## src/rtl/frame_seq_pkg.sv

```systemverilog
package frame_seq_pkg;
  localparam int NUM_SLOTS = 18;
  localparam int SLOT_W    = $clog2(NUM_SLOTS);
  localparam int ARG_SLOTS = 4;
  localparam int XS_SLOTS  = 7;
  localparam int ST_SLOTS  = 4;
  localparam int XS_BASE   = ARG_SLOTS + 1;
  localparam int S1_SLOT   = XS_BASE + XS_SLOTS;
  localparam int S0_SLOT   = S1_SLOT + 1;
  localparam int ST_BASE   = S0_SLOT + 1;
  localparam logic [4:0] SP_REG = 5'd29;

  typedef enum logic [2:0] {
    ST_IDLE, ST_SP_RD, ST_XFER, ST_SP_WR, ST_DONE
  } seq_state_e;

  // slot -> architectural register; order is the access order
  function automatic logic [4:0] slot_reg(input logic [SLOT_W-1:0] s);
    case (s)
      5'd0:    slot_reg = 5'd7;
      5'd1:    slot_reg = 5'd6;
      5'd2:    slot_reg = 5'd5;
      5'd3:    slot_reg = 5'd4;
      5'd4:    slot_reg = 5'd31;
      5'd5:    slot_reg = 5'd30;
      5'd6:    slot_reg = 5'd23;
      5'd7:    slot_reg = 5'd22;
      5'd8:    slot_reg = 5'd21;
      5'd9:    slot_reg = 5'd20;
      5'd10:   slot_reg = 5'd19;
      5'd11:   slot_reg = 5'd18;
      5'd12:   slot_reg = 5'd17;
      5'd13:   slot_reg = 5'd16;
      5'd14:   slot_reg = 5'd7;
      5'd15:   slot_reg = 5'd6;
      5'd16:   slot_reg = 5'd5;
      default: slot_reg = 5'd4;
    endcase
  endfunction
endpackage

```

## src/rtl/fseq_code_decode.sv

```systemverilog
module fseq_code_decode (
  input  logic [3:0] code_i,
  output logic [2:0] arg_cnt_o,
  output logic [2:0] stat_cnt_o,
  output logic       rsvd_o
);
  always_comb begin
    rsvd_o = 1'b0;
    case (code_i)
      4'd4, 4'd5, 4'd6, 4'd7:   arg_cnt_o = 3'd1;
      4'd8, 4'd9, 4'd10:        arg_cnt_o = 3'd2;
      4'd12, 4'd13:             arg_cnt_o = 3'd3;
      4'd14:                    arg_cnt_o = 3'd4;
      4'd15: begin              arg_cnt_o = 3'd0; rsvd_o = 1'b1; end
      default:                  arg_cnt_o = 3'd0;
    endcase
    case (code_i)
      4'd1, 4'd5, 4'd9, 4'd13:  stat_cnt_o = 3'd1;
      4'd2, 4'd6, 4'd10:        stat_cnt_o = 3'd2;
      4'd3, 4'd7:               stat_cnt_o = 3'd3;
      4'd11:                    stat_cnt_o = 3'd4;
      default:                  stat_cnt_o = 3'd0;
    endcase
  end
endmodule

```

## src/rtl/fseq_frame_size.sv

```systemverilog
module fseq_frame_size #(
  parameter int FIELD_W = 8,
  localparam int BYTES_W = FIELD_W + 3
) (
  input  logic               ext_i,
  input  logic [FIELD_W-1:0] field_i,
  output logic [BYTES_W-1:0] bytes_o
);
  logic [3:0] nib;
  assign nib = field_i[3:0];

  always_comb begin
    if (ext_i)             bytes_o = {field_i, 3'b000};
    else if (nib == 4'd0)  bytes_o = BYTES_W'(128);
    else                   bytes_o = BYTES_W'({nib, 3'b000});
  end
endmodule

```

## src/rtl/fseq_slot_mask.sv

```systemverilog
module fseq_slot_mask
  import frame_seq_pkg::*;
(
  input  logic                 save_i,
  input  logic [2:0]           xs_cnt_i,
  input  logic [2:0]           arg_cnt_i,
  input  logic [2:0]           stat_cnt_i,
  input  logic                 ra_i,
  input  logic                 s0_i,
  input  logic                 s1_i,
  output logic [NUM_SLOTS-1:0] mask_o
);
  // slot g of the argument group holds register 7-g
  for (genvar g = 0; g < ARG_SLOTS; g++) begin : g_arg
    assign mask_o[g] = save_i && (3'(ARG_SLOTS - 1 - g) < arg_cnt_i);
  end
  assign mask_o[ARG_SLOTS] = ra_i;
  for (genvar g = 0; g < XS_SLOTS; g++) begin : g_xs
    assign mask_o[XS_BASE+g] = 3'(g) < xs_cnt_i;
  end
  assign mask_o[S1_SLOT] = s1_i;
  assign mask_o[S0_SLOT] = s0_i;
  for (genvar g = 0; g < ST_SLOTS; g++) begin : g_st
    assign mask_o[ST_BASE+g] = 3'(g) < stat_cnt_i;
  end
endmodule

```

## src/rtl/fseq_pick.sv

```systemverilog
module fseq_pick #(
  parameter int N = 18,
  localparam int IDX_W = $clog2(N)
) (
  input  logic [N-1:0]     req_i,
  output logic [N-1:0]     onehot_o,
  output logic [IDX_W-1:0] idx_o
);
  logic [N:0] lower;
  assign lower[0] = 1'b0;
  for (genvar i = 0; i < N; i++) begin : g_chain
    assign lower[i+1]  = lower[i] | req_i[i];
    assign onehot_o[i] = req_i[i] & ~lower[i];
  end

  always_comb begin
    idx_o = '0;
    for (int i = 0; i < N; i++)
      if (onehot_o[i]) idx_o = idx_o | IDX_W'(i);
  end
endmodule

```

## src/rtl/frame_seq.sv

```systemverilog
module frame_seq
  import frame_seq_pkg::*;
#(
  parameter int FIELD_W = 8,
  parameter int DATA_W  = 32,
  localparam int BYTES_W = FIELD_W + 3
) (
  input  logic               clk_i,
  input  logic               rst_ni,
  input  logic               start_i,
  input  logic               save_i,
  input  logic               ext_i,
  input  logic [2:0]         xs_cnt_i,
  input  logic [3:0]         code_i,
  input  logic               ra_i,
  input  logic               s0_i,
  input  logic               s1_i,
  input  logic [FIELD_W-1:0] frame_i,
  output logic               busy_o,
  output logic               done_o,
  output logic               rsvd_o,
  output logic               mem_valid_o,
  input  logic               mem_ready_i,
  output logic               mem_we_o,
  output logic [DATA_W-1:0]  mem_addr_o,
  output logic [DATA_W-1:0]  mem_wdata_o,
  input  logic [DATA_W-1:0]  mem_rdata_i,
  output logic [4:0]         rf_addr_o,
  output logic               rf_we_o,
  output logic [DATA_W-1:0]  rf_wdata_o,
  input  logic [DATA_W-1:0]  rf_rdata_i
);
  localparam logic [DATA_W-1:0] WORD_BYTES = DATA_W'(4);

  seq_state_e state_q;
  logic                 save_q, rsvd_q;
  logic [BYTES_W-1:0]   frame_q;
  logic [NUM_SLOTS-1:0] pend_q;
  logic [DATA_W-1:0]    sp_q, run_q;

  // decode of the fields presented with start_i
  logic [2:0]           xs_eff, arg_cnt, stat_cnt;
  logic [3:0]           code_eff;
  logic                 rsvd_dec;
  logic [BYTES_W-1:0]   frame_bytes;
  logic [NUM_SLOTS-1:0] slot_mask;

  assign xs_eff   = ext_i ? xs_cnt_i : 3'd0;
  assign code_eff = ext_i ? code_i   : 4'd0;

  fseq_code_decode u_code (
    .code_i     (code_eff),
    .arg_cnt_o  (arg_cnt),
    .stat_cnt_o (stat_cnt),
    .rsvd_o     (rsvd_dec)
  );

  fseq_frame_size #(.FIELD_W(FIELD_W)) u_frame (
    .ext_i   (ext_i),
    .field_i (frame_i),
    .bytes_o (frame_bytes)
  );

  fseq_slot_mask u_mask (
    .save_i     (save_i),
    .xs_cnt_i   (xs_eff),
    .arg_cnt_i  (arg_cnt),
    .stat_cnt_i (stat_cnt),
    .ra_i       (ra_i),
    .s0_i       (s0_i),
    .s1_i       (s1_i),
    .mask_o     (slot_mask)
  );

  logic [NUM_SLOTS-1:0] cur_oh, pend_nxt;
  logic [SLOT_W-1:0]    cur_idx;
  logic                 cur_is_arg;
  logic [DATA_W-1:0]    frame_ext, arg_addr, run_dec, sp_final;

  fseq_pick #(.N(NUM_SLOTS)) u_pick (
    .req_i    (pend_q),
    .onehot_o (cur_oh),
    .idx_o    (cur_idx)
  );

  assign cur_is_arg = cur_idx < SLOT_W'(ARG_SLOTS);
  assign pend_nxt   = pend_q & ~cur_oh;
  assign frame_ext  = DATA_W'(frame_q);
  // argument slot g stores register 7-g at SP + 4*(3-g)
  assign arg_addr   = sp_q + DATA_W'({2'(ARG_SLOTS - 1) - cur_idx[1:0], 2'b00});
  assign run_dec    = run_q - WORD_BYTES;
  assign sp_final   = save_q ? sp_q - frame_ext : sp_q + frame_ext;

  always_ff @(posedge clk_i or negedge rst_ni) begin
    if (!rst_ni) begin
      state_q <= ST_IDLE;
      save_q  <= 1'b0;
      rsvd_q  <= 1'b0;
      frame_q <= '0;
      pend_q  <= '0;
      sp_q    <= '0;
      run_q   <= '0;
    end else begin
      case (state_q)
        ST_IDLE: if (start_i) begin
          save_q  <= save_i;
          rsvd_q  <= rsvd_dec;
          frame_q <= frame_bytes;
          pend_q  <= rsvd_dec ? '0 : slot_mask;
          state_q <= rsvd_dec ? ST_DONE : ST_SP_RD;
        end
        ST_SP_RD: begin
          sp_q    <= rf_rdata_i;
          run_q   <= save_q ? rf_rdata_i : rf_rdata_i + frame_ext;
          state_q <= (|pend_q) ? ST_XFER : ST_SP_WR;
        end
        ST_XFER: if (mem_ready_i) begin
          pend_q <= pend_nxt;
          if (!cur_is_arg) run_q <= run_dec;
          if (pend_nxt == '0) state_q <= ST_SP_WR;
        end
        ST_SP_WR: state_q <= ST_DONE;
        ST_DONE:  state_q <= ST_IDLE;
        default:  state_q <= ST_IDLE;
      endcase
    end
  end

  always_comb begin
    mem_valid_o = 1'b0;
    mem_we_o    = 1'b0;
    mem_addr_o  = '0;
    mem_wdata_o = '0;
    rf_addr_o   = 5'd0;
    rf_we_o     = 1'b0;
    rf_wdata_o  = '0;
    case (state_q)
      ST_SP_RD: rf_addr_o = SP_REG;
      ST_XFER: begin
        mem_valid_o = 1'b1;
        mem_we_o    = save_q;
        mem_addr_o  = cur_is_arg ? arg_addr : run_dec;
        rf_addr_o   = slot_reg(cur_idx);
        if (save_q) begin
          mem_wdata_o = rf_rdata_i;
        end else begin
          rf_we_o    = mem_ready_i;
          rf_wdata_o = mem_rdata_i;
        end
      end
      ST_SP_WR: begin
        rf_addr_o  = SP_REG;
        rf_we_o    = 1'b1;
        rf_wdata_o = sp_final;
      end
      default: ;
    endcase
  end

  assign busy_o = state_q != ST_IDLE;
  assign done_o = state_q == ST_DONE;
  assign rsvd_o = done_o && rsvd_q;
endmodule

```

## config.mk

```make
export PLATFORM = sky130hd
export DESIGN_NAME = frame_seq
export DESIGN_NICKNAME = d
export VERILOG_FILES = /design/src/rtl/frame_seq_pkg.sv /design/src/rtl/fseq_code_decode.sv /design/src/rtl/fseq_frame_size.sv /design/src/rtl/fseq_slot_mask.sv /design/src/rtl/fseq_pick.sv /design/src/rtl/frame_seq.sv
export SDC_FILE = /design/constraint.sdc
export NUM_CORES = 1
export LEC_CHECK = 0
export BUFFER_PORTS_ARGS = -buffer_cell sky130_fd_sc_hd__buf_4
export CORE_UTILIZATION = 50
export DETAILED_ROUTE_END_ITERATION = 10
export PLACE_DENSITY = 0.85
export SETUP_SLACK_MARGIN = 0.2
export SLEW_MARGIN = 20
export SYNTH_ARGS = -nofsm -noshare
export SYNTH_HDL_FRONTEND = slang
export SYNTH_SLANG_ARGS = --single-unit
```

## constraint.sdc

```tcl
create_clock -name clk_i -period 12.8 [get_ports clk_i]
set_clock_uncertainty 0.05 [all_clocks]
set_input_delay 2.56 -clock clk_i [delete_from_list [all_inputs] [get_ports clk_i]]
set_output_delay 2.56 -clock clk_i [all_outputs]
set_load 0.005 [all_outputs]
```

==> results by group, run 1 <==
Worst hold path
  – Min-delay worst type: register to register
  – WHS Path Cells: 2

Floorplan
  – IO Count: ~200
  – Die Ht: about 130 microns
  – DIE AREA: between 15000 and 20000 sq um
  – Cell Rows: between 40 and 50
  – Die W: 133.9 microns
  – Initial Utilization: 0.5189
  – Core Region: around 17000 sq um

Pwr
  – Comb pwr share: 0.695
  – Total power: ~3100 uW
  – Sequential share of power: 0.213
  – P_int: around 1500 uW
  – Clk pwr share: 0.092
  – Switching Share: 0.5129
  – Peak supply drop: about 0.00013 V
  – P_sw: 1589 uW
  – Pwr dens: between 200 and 300 nW/um^2
  – Leak: roughly 0.005 uW

Global routing
  – Grt total ovfl: 0
  – Initial antenna violation count: 0
  – Number of global-route vias before repair: 8561
  – First-pass GRT wire length: 45.58 mm
  – Global Route Usage Sum: 0.3251
  – Largest net degree at the start of global routing: 84

Final layout
  – Fillcell total: around 1500
  – Ratio of cells with drive above 1 in the final layout: 0.1780
  – Nets@finish: between 1000 and 1500
  – Fin util: 0.6326
  – Synthesis-to-layout area growth: 21.93%
  – Post-route cell area: about 11000 sq um
  – Number of antenna diodes: 0

Critical path
  – Setup crit start kind: register
  – WP data required: 10.19 ns
  – Arr. time, crit path: roughly 4.4 ns
  – Critical path type: register to output port
  – Critical Path Fanout Max: 7
  – Worst setup path end: mem_addr_o[31]
  – CP Capture Type: output port
  – Crit. Startpoint: pend_q[1]
  – R2R cell count: 10
  – R2R Path Start: pend_q[1]
  – Reg2Reg Setup Slack: slightly above 9 ns
  – FF-to-FF End: run_q[24]

Synth
  – Async S/R FF share, synth: 1.000
  – Post-Synth Adder-Cell Area: 0.07022
  – Net Count, Synth: about 1300
  – Top_reg_cell synth: dfrtp_1
  – Mapped Area: ~8700 sq um
  – Avg Inst Size Synth: between 7 and 8 sq um
  – Yosys top cell area share: 0.2734
  – Top cells by area, synth: dfrtp_1 27%, nand2_1 9.8%, a21oi_1 7.3%
  – Post-Synth Simple-Gate Area: 0.2862
  – XOR/XNOR share of the synthesized area: 0.1068
  – Seq/Total Area, Yosys: 0.2734
  – Largest family of logic cells by synthesized area: simple AND/OR/NAND/NOR gates
  – Yosys warns: 0
  – #FFs+latches synth: 95
  – Mux contribution to synthesized area: 0.009209
  – Cell accounting for the most synthesized area: dfrtp_1
  – Cell variety after synth: between 60 and 70
  – Post-synth EDFFs: 0
  – Compound-Gate Fraction of Synth Area: 0.2154
  – Synthesized instance count: between 1000 and 1500

Clock network
  – CTS Buffer Depth: 2
  – Clock Latency Late Sink: 0.36 ns
  – CTS clk-pin slew, worst paths: ~0.070 ns
  – CTS resizes: 0
  – Htree depth: 3
  – Total CTS buffers: 9
  – Clock Root Buffer: clkbuf_16
  – CTS tree: yes
  – Post-CTS Hold Fix Bufs: 0
  – Number of setup buffers added after CTS: 0
  – Clock Sinks: between 90 and 100

STA
  – Period utilisation layout: 0.5459
  – F_max: 0.1431 GHz
  – RSZ-0062 raised after global routing: no
  – Max-slew headroom: 0.3843
  – Hold Fails Final Rpt: 0
  – Worst-Margin Slew: a little over 0.9 ns
  – Final min period: ~7.0 ns
  – Hold_ws: roughly 0.43 ns
  – Final Setup Violations: 0
  – TNS Setup: 0 ns
  – Max Transition Viols Final: 0

Routing
  – Drt drc: 0
  – 1st-iter DRT viols: approximately 960
  – Final wirelength: 29.42 mm
  – Routed via count: between 9000 and 10000
  – Drt first pass iters: 5
  – Avg WL per Cell: 18.76 microns
  – ANT nets after route: 0
  – Vias per inst: a little over 6

Placed design
  – HPWL Detailed: ~22 mm
  – Placed cell area: slightly above 10000 sq um
  – Routability cong.: 0.9408
  – Port bufs: between 150 and 200

Run
  – Max-cap violations: 0

Run status
  – Status: completed
## routing by layer
| metal | routed length (microns) | global-route usage | vias up |
|---|---|---|---|
| met5 | 0 | 0 | - |
| met4 | 634 | 0.1054 | 0 |
| met3 | 2574 | 0.04384 | 50 |
| met2 | 13400 | 0.5035 | 486 |
| met1 | 12800 | 0.4663 | 4447 |
| li1 | - | - | 4542 |
## power by group through the flow
stage | sequential (uW) | combinational, uW | clock, uW
detailed placement | 652 | 2110 | 0
global placement | 644 | 2090 | 0
finish | 659 | 2150 | 286
CTS | 649 | 2130 | 290
global route | 678 | 2370 | 301
floorplan | 573 | 1460 | 0
## critical path: stages, from the launching register on
cell and delay, ns:
dfrtp_1 0.44, nor3_1 0.32, and3_1 0.31, nand2_1 0.16
nor3_1 0.23, o21ai_0 0.14, nand3_1 0.23, inv_1 0.10
ha_1 0.28, a21o_1 0.17, and3_1 0.22, and3_1 0.22
nand3_1 0.13, nor2_1 0.31, and4_1 0.26, xnor2_1 0.07
a211oi_1 0.25, buf_4 0.15
## registers in the layout, summed over array words and instances, names as in the netlist
name,cells
sp_q,32
save_q,1
rsvd_q,1
frame_q,8
pend_q,18
state_q,3
run_q,32
## layout by cell type, fill, tap and decap left out, types with 3 or more instances in the layout
cell       synthesis  layout
inv_1             25      25
a32o_1             5       5
dfrtp_1           95      95
nand4_1           16      16
or3_4              3       3
nand2_1          227     227
a21oi_1          126     125
a2111oi_0          3       3
nor3_2             0       3
a31oi_1            7       7
mux2i_1            8       8
or4_1              6       6
and3_1            47      47
nor2b_1            8       8
o21bai_1           3       3
a22o_1             9       9
a21o_1            15      15
and4_1             5       5
xor2_1            57      57
a31o_2             3       3
nor3_1            39      36
o21ai_0          112     112
a211oi_1           4       4
o22ai_1           10      10
a221o_1            6       6
nand2b_1           9       9
nor2_1            80      78
nand3_1           31      31
nor4_1            11      11
nor3b_1            3       3
xnor2_1           49      49
or3_1             12      12
o31ai_1            3       3
and2_1            10      10
ha_1              44      44
buf_4              1     205
clkbuf_16          0       9
## how the worst min path moves through the flow
stage | endpoint | from | slack (ns)
global placement | rsvd_q | rsvd_q | 0.41
floorplan | rsvd_q | rsvd_q | 0.39
finish | run_q[0] | run_q[0] | 0.43
CTS | run_q[0] | run_q[0] | 0.43
detailed placement | run_q[0] | run_q[0] | 0.41
global route | run_q[0] | run_q[0] | 0.48
## cells by family (layout without fill, tap and decap cells)
group / count (synthesis) / in the layout
mux: 8 / 8
xor+xnor: 106 / 106
simple gates: 520 / 520
compound gates: 324 / 324
flops: 95 / 95
buf+inv: 89 / 247
fa+ha+maj: 48 / 48
## cell type report
class | instances | area (sq um) | share of cell area
Timing Repair Buffer | 205 | 1539 | 0.1451
Inverter | 26 | 97.59 | 0.009205
Clock buffer | 11 | 252.7 | 0.02384
Tap cell | 220 | 275.3 | 0.02596
Clock inverter | 5 | 56.30 | 0.005310
Multi-Input combinational cell | 1006 | 6005 | 0.5663
Sequential cell | 95 | 2377 | 0.2242
## metrics by stage
stage	cells	worst slack (ns)
6_report	1568	5.813
5_1_grt	1568	5.481
4_1_cts	1568	5.850
3_5_place_dp	1552	6.299
3_3_place_gp	1552	6.395
2_1_floorplan	1190	6.809
## synthesized netlist by cell type (4+ instances only)
library cell,count
a22o_1,9
inv_1,25
a21oi_1,126
nor4_1,11
or3_1,12
a32o_1,5
nand3_1,31
xor2_1,57
and2_1,10
xnor2_1,49
clkbuf_1,59
or4_1,6
o22ai_1,10
and3_1,47
ha_1,44
a31oi_1,7
a221o_1,6
a211oi_1,4
and4_1,5
dfrtp_1,95
nor2b_1,8
nand4_1,16
a21o_1,15
nand2b_1,9
nor2_1,80
nor3_1,39
o21ai_0,112
mux2i_1,8
nand2_1,227
Note: power is estimated with default switching activity, not from simulation.
==> inputs of run 2 (changes only) <==
PLACE_DENSITY = 0.88   (was 0.85)
clock period = 5.9 ns   (was 12.8 ns; I/O delays follow)
==> run 2 against run 1 <==
  * Via count is 2.3% higher
  * Worst hold slack better by 0.0052 ns
  * Power is 120% higher
  * Critical path type unchanged
  * Wire length is 2.6% higher
  * Flip-flop and latch count stayed put
  * Design area is 0.55% higher
  * Non-clock buffer count is 4 higher
  * Final cell count is 0.26% higher
  * Die area stayed put
  * Clock power is 120% higher
  * Largest cell class unchanged
  * Register-to-register slack worse by 7.0 ns
==> results by group, run 2 (synthesis results as in run 1) <==
Placed design
  – HPWL Detailed: between 20 and 25 mm
  – Port bufs: between 150 and 200
  – Place WS: 0.7106 ns
  – Routability cong.: around 0.94

Floorplan
  – Core Region: between 15000 and 20000 sq um
  – Cell Rows: 47
  – DIE AREA: 17920 sq um
  – Initial Utilization: 0.5189
  – Die Ht: around 130 microns
  – IO Count: ~200
  – Die W: around 130 microns

Global routing
  – Initial antenna violation count: 0
  – Global Route Usage Sum: 0.3348
  – Grt total ovfl: 0
  – Largest net degree at the start of global routing: 60
  – Number of global-route vias before repair: 8836
  – First-pass GRT wire length: about 47 mm

Critical path
  – Slowest stage delay, CP: around 0.46 ns
  – CP Capture Type: output port
  – Setup crit start kind: register
  – CP dominant cell by count: and3_1
  – CP bufs+invs: 2
  – Critical path type: register to output port
  – FF-to-FF End: run_q[22]
  – Critical Path Fanout Max: 7
  – WP data required: 4.67 ns
  – CP Cell Sequence: nor3_2 > and3_1 > nand2_1 > nor3_1 > o21ai_0 > nand3_1 > inv_1 > ha_1 > a21o_1 > and3_1 > and3_1 > nand3_1 > nor2_4 > and4_1 > xnor2_1 > a211oi_1 > buf_4
  – R2R cell count: 9
  – R2R Path Start: pend_q[13]
  – CP max-delay cell: dfrtp_1
  – Reg2Reg Setup Slack: approximately 2.1 ns
  – Family with the most delay on the worst path: simple AND/OR/NAND/NOR gates
  – Arr. time, crit path: 4.22 ns

STA
  – Hold Fails Final Rpt: 0
  – Worst-Margin Slew: between 1 and 1.5 ns
  – Worst setup margin: 0.4521 ns
  – Final min period: between 5 and 6 ns
  – Max Transition Viols Final: 0
  – Period utilisation layout: 0.9234
  – Hold_ws: 0.4371 ns
  – Final Setup Violations: 0
  – F_max: ~0.18 GHz
  – Max-slew headroom: 0.3259
  – TNS Setup: 0 ns
  – RSZ-0062 raised after global routing: yes

Clock network
  – Total CTS buffers: 9
  – CTS clk-pin slew, worst paths: around 0.07 ns
  – Clock Root Buffer: clkbuf_16
  – Clock Latency Late Sink: about 0.36 ns
  – Clock Sinks: 95
  – Post-CTS Hold Fix Bufs: 0
  – Htree depth: 3
  – CTS tree: yes
  – CTS Buffer Depth: 2

Worst hold path
  – Destination of the worst hold path: rsvd_q
  – WHS Path Cells: 2
  – Min-delay worst type: register to register
  – Hold_sp: rsvd_q

Pwr
  – Leak: around 0.005 uW
  – Clk pwr share: 0.090
  – Sequential share of power: 0.213
  – Peak supply drop: 0.0003129 V
  – P_int: 3297 uW
  – Pwr dens: 639.9 nW/um^2
  – Switching Share: 0.5167
  – P_sw: 3525 uW
  – Comb pwr share: 0.696

Run status
  – Status: completed

Final layout
  – Commonest non-fill, non-tap cells in the layout: 226 x nand2_1, 209 x buf_4, 125 x a21oi_1, 112 x o21ai_0, 95 x dfrtp_1
  – Nets@finish: approximately 1500
  – Fillcell total: approximately 1500
  – Multi-input gate area: approximately 6000 sq um
  – Ratio of cells with drive above 1 in the final layout: 0.1842
  – Number of antenna diodes: 0
  – Regs by FF count: run_q: 32 flops, sp_q: 32 flops, pend_q: 18 flops
  – Storage element area: 2377 sq um
  – Synthesis-to-layout area growth: 22.60%
  – Commonest non-fill, non-tap cell in the layout: nand2_1

Routing
  – Routed via count: 9741
  – Vias per inst: just over 6
  – ANT nets after route: 0
  – Drt first pass iters: 6
  – Final wirelength: 30.17 mm
  – Drt drc: 0
  – 1st-iter DRT viols: 1150
  – Avg WL per Cell: roughly 19 microns

Run
  – Max-cap violations: 0
[run 2: cell count changes in the layout (fill, tap and decap cells not counted), sizes merged]
cell	delta
clkinvlp	+1
inv	+1
clkinv	-1
clkbuf	-1
buf	+4
[run 2: what timing repair did]
item                       in CTS  in global routing
setup buffers                   0                  0
setup endpoints to repair       0                  8
resized for setup               0                  7
[run 2: power groups by stage]
stage	combinational, uW	clock [uW]	sequential [uW]
6_report	4750	616	1460
5_1_grt	5220	644	1500
4_1_cts	4660	624	1430
3_5_place_dp	4620	0	1430
3_3_place_gp	4540	0	1410
2_1_floorplan	3170	0	1240
[run 2: worst max-delay path by stage]
stage | cells after the start | start | to | slack (ns)
floorplan | 14 | save_q | rf_wdata_o[30] | 1.29
global placement | 17 | pend_q[1] | mem_addr_o[31] | 0.83
detailed placement | 17 | pend_q[1] | mem_addr_o[31] | 0.71
CTS | 17 | pend_q[1] | mem_addr_o[31] | 0.31
global route | 17 | pend_q[1] | mem_addr_o[31] | 0.16
finish | 17 | pend_q[2] | mem_addr_o[31] | 0.45
[run 2: layout make-up]
class	instances	area share
sequential	95	0.2230
clock inverter	6	0.006337
inverter	26	0.009154
clock buffer	10	0.02242
tap	220	0.02582
timing repair buffer	209	0.1472
multi-input combinational	1006	0.5661
[run 2: metal layers]
layer,part of all wire,GRT usage,vias to the layer above
met5,0,0,-
met4,0.028,0.1162,0
met3,0.11,0.06349,69
met2,0.45,0.5216,594
met1,0.41,0.4629,4549
li1,-,-,4529
[run 2: per-stage QoR]
step	instances	utilization	total power [uW]	area [sq um]
after floorplan	1190	-	4412	8696
after global placement	1556	0.6157	5952	10320
after detailed placement	1556	0.6157	6049	10320
after CTS	1572	0.6340	6707	10630
after global routing	1572	0.6361	7369	10660
final	1572	0.6361	6823	10660
[run 2: worst min-delay path: cells and delay by family (launching register included)]
kind | cells | cell delay [ns]
compound gates | 1 | 0.06
simple gates | 1 | 0.05
flops | 1 | 0.35
==> inputs of run 3 (changes only) <==
CAP_MARGIN = 20   (was not set)
CELL_PAD_IN_SITES_DETAIL_PLACEMENT = 0   (was not set)
CELL_PAD_IN_SITES_GLOBAL_PLACEMENT = 1   (was not set)
CORE_UTILIZATION = 36   (was 50)
PLACE_DENSITY = not set   (was 0.88)
PLACE_DENSITY_LB_ADDON = 0.25   (was not set)
==> run 3 against run 2 <==
  * Wire length grew 2.5%
  * Global-route usage shrank 8.4 points
  * Worst hold slack lost 0.0036 ns
  * Die area grew 38%
  * Non-clock buffer count grew 2
  * Final cell count grew 6.4%
  * Sequential share of layout area shrank 0.36 points
  * Power grew 0.43%
  * Clock power grew 7.3%
  * Utilization shrank 18 points
  * Worst setup slack gained 0.044 ns
  * Critical endpoint unchanged
  * Highest routed layer unchanged
==> results by group, run 3 (synthesis results as in run 1) <==
Critical path
  – Slowest stage delay, CP: between 0.4 and 0.5 ns
  – Setup crit start kind: register
  – WP data required: around 4.7 ns
  – CP Cell Sequence: nor3_2 > and3_1 > nand2_1 > nor3_1 > o21ai_0 > nand3_2 > inv_1 > ha_1 > a21o_1 > and3_1 > and3_1 > nand3_1 > nor2_4 > and4_1 > xnor2_1 > a211oi_1 > buf_4
  – CP Capture Type: output port
  – CP dominant cell by count: and3_1
  – CP max-delay cell: dfrtp_1
  – Arr. time, crit path: ~4.2 ns
  – Reg2Reg Setup Slack: between 2 and 2.5 ns
  – Critical path type: register to output port
  – Critical Path Fanout Max: 7

STA
  – Hold Fails Final Rpt: 0
  – F_max: approximately 0.19 GHz
  – Period utilisation layout: 0.9160
  – TNS Setup: 0 ns
  – Worst-Margin Slew: ~0.95 ns
  – Hold_ws: approximately 0.43 ns
  – Max-slew headroom: 0.3689
  – Final min period: approximately 5.4 ns
  – Final Setup Violations: 0
  – Max Transition Viols Final: 0
  – RSZ-0062 raised after global routing: no

Clock network
  – Clock Root Buffer: clkbuf_16
  – Clock Latency Late Sink: between 0.3 and 0.4 ns
  – Clock Sinks: 95
  – Htree depth: 3
  – CTS tree: yes
  – Post-CTS Hold Fix Bufs: 0
  – Total CTS buffers: 9
  – CTS clk-pin slew, worst paths: 0.08 ns
  – CTS Buffer Depth: 2

Global routing
  – Largest net degree at the start of global routing: 63
  – Number of global-route vias before repair: 8322
  – First-pass GRT wire length: about 48 mm
  – Global Route Usage Sum: 0.2504
  – Grt total ovfl: 0
  – Initial antenna violation count: 0

Final layout
  – Nets@finish: 1483
  – Number of antenna diodes: 0
  – Synthesis-to-layout area growth: 24.59%
  – Ratio of cells with drive above 1 in the final layout: 0.1898
  – Commonest non-fill, non-tap cells in the layout: 226 x nand2_1, 211 x buf_4, 124 x a21oi_1, 112 x o21ai_0, 95 x dfrtp_1
  – Regs by FF count: run_q: 32 flops, sp_q: 32 flops, pend_q: 18 flops
  – Commonest non-fill, non-tap cell in the layout: nand2_1

Floorplan
  – Initial Utilization: 0.3683
  – IO Count: between 150 and 200
  – Cell Rows: 56
  – Die W: 157.4 microns
  – DIE AREA: between 20000 and 25000 sq um
  – Die Ht: between 150 and 200 microns
  – Core Region: approximately 24000 sq um

Worst hold path
  – Min-delay worst type: register to register

Routing
  – Drt drc: 0
  – 1st-iter DRT viols: 780
  – ANT nets after route: 0
  – Final wirelength: 30.91 mm
  – Drt first pass iters: 4
  – Avg WL per Cell: ~18 microns
  – Routed via count: about 9100
  – Vias per inst: 5.469

Placed design
  – Port bufs: around 190
  – Routability cong.: between 0.8 and 0.9
  – HPWL Detailed: between 20 and 25 mm

Pwr
  – Pwr dens: about 630 nW/um^2
  – Peak supply drop: between 0.0003 and 0.0004 V
  – Leak: around 0.005 uW

Run
  – Max-cap violations: 0

Run status
  – Status: completed
[run 3: cell count changes in the layout (fill, tap and decap cells not counted), sizes merged]
| cell | delta |
|---|---|
| clkinvlp | -1 |
| clkinv | +1 |
| clkbuf | -1 |
| buf | +2 |
| bufinv | +1 |
[run 3: worst paths after layout]
check,end,start,depth (start not counted)
min in group asynchronous,pend_q[5],rst_ni,1
max,mem_addr_o[31],pend_q[1],17
min,run_q[1],run_q[1],2
max reg2reg,run_q[14],pend_q[1],10
max in group asynchronous,state_q[1],rst_ni,2
min reg2reg,run_q[1],run_q[1],2
[run 3: area by class of cell]
type | instances | area (sq um)
Inverter | 26 | 97.59
Fill cell | 2454 | 12780
Clock inverter | 7 | 95.09
Sequential cell | 95 | 2377
Timing Repair Buffer | 211 | 1584
Tap cell | 319 | 399.1
Multi-Input combinational cell | 1006 | 6056
Clock buffer | 9 | 225.2
[run 3: worst max-delay path, delay by kind of cell (launching register included)]
| kind | cells | cell delay, ns |
|---|---|---|
| simple gates | 10 | 2.16 |
| compound gates | 3 | 0.59 |
| flops | 1 | 0.46 |
| fa+ha+maj | 1 | 0.28 |
| buf+inv | 2 | 0.24 |
| xor+xnor | 1 | 0.09 |
[run 3: timing repair]
| item | in CTS | in global routing |
|---|---|---|
| endpoints found under the setup margin | 1 | 12 |
| resized for setup | 1 | 12 |
| buffers inserted | 0 | 2 |
[run 3: where the power goes]
part / switching, uW / internal (uW)
registers: 481 / 946
logic: 2740 / 2030
clock network: 288 / 373
[run 3: stage by stage]
stage / instances / cell area [sq um] / total power (uW) / util / setup slack [ns]
final: 1673 / 10830 / 6852 / 0.4588 / 0.4957
after global routing: 1673 / 10830 / 7490 / 0.4588 / 0.1994
after CTS: 1671 / 10770 / 6808 / 0.4559 / 0.2941
after detailed placement: 1655 / 10440 / 6120 / 0.4422 / 0.6338
after global placement: 1655 / 10440 / 6113 / 0.4422 / 0.7710
after floorplan: 1190 / 8696 / 4412 / - / 1.289
[run 3: per-layer routing]
layer / global-route usage / wire length [microns] / vias to the layer above
met2: 0.3854 / 13810 / 277
met5: 0 / 0 / -
met4: 0.06056 / 427 / 0
met3: 0.02643 / 1678 / 21
li1: - / - / 4532
met1: 0.3706 / 15000 / 4319
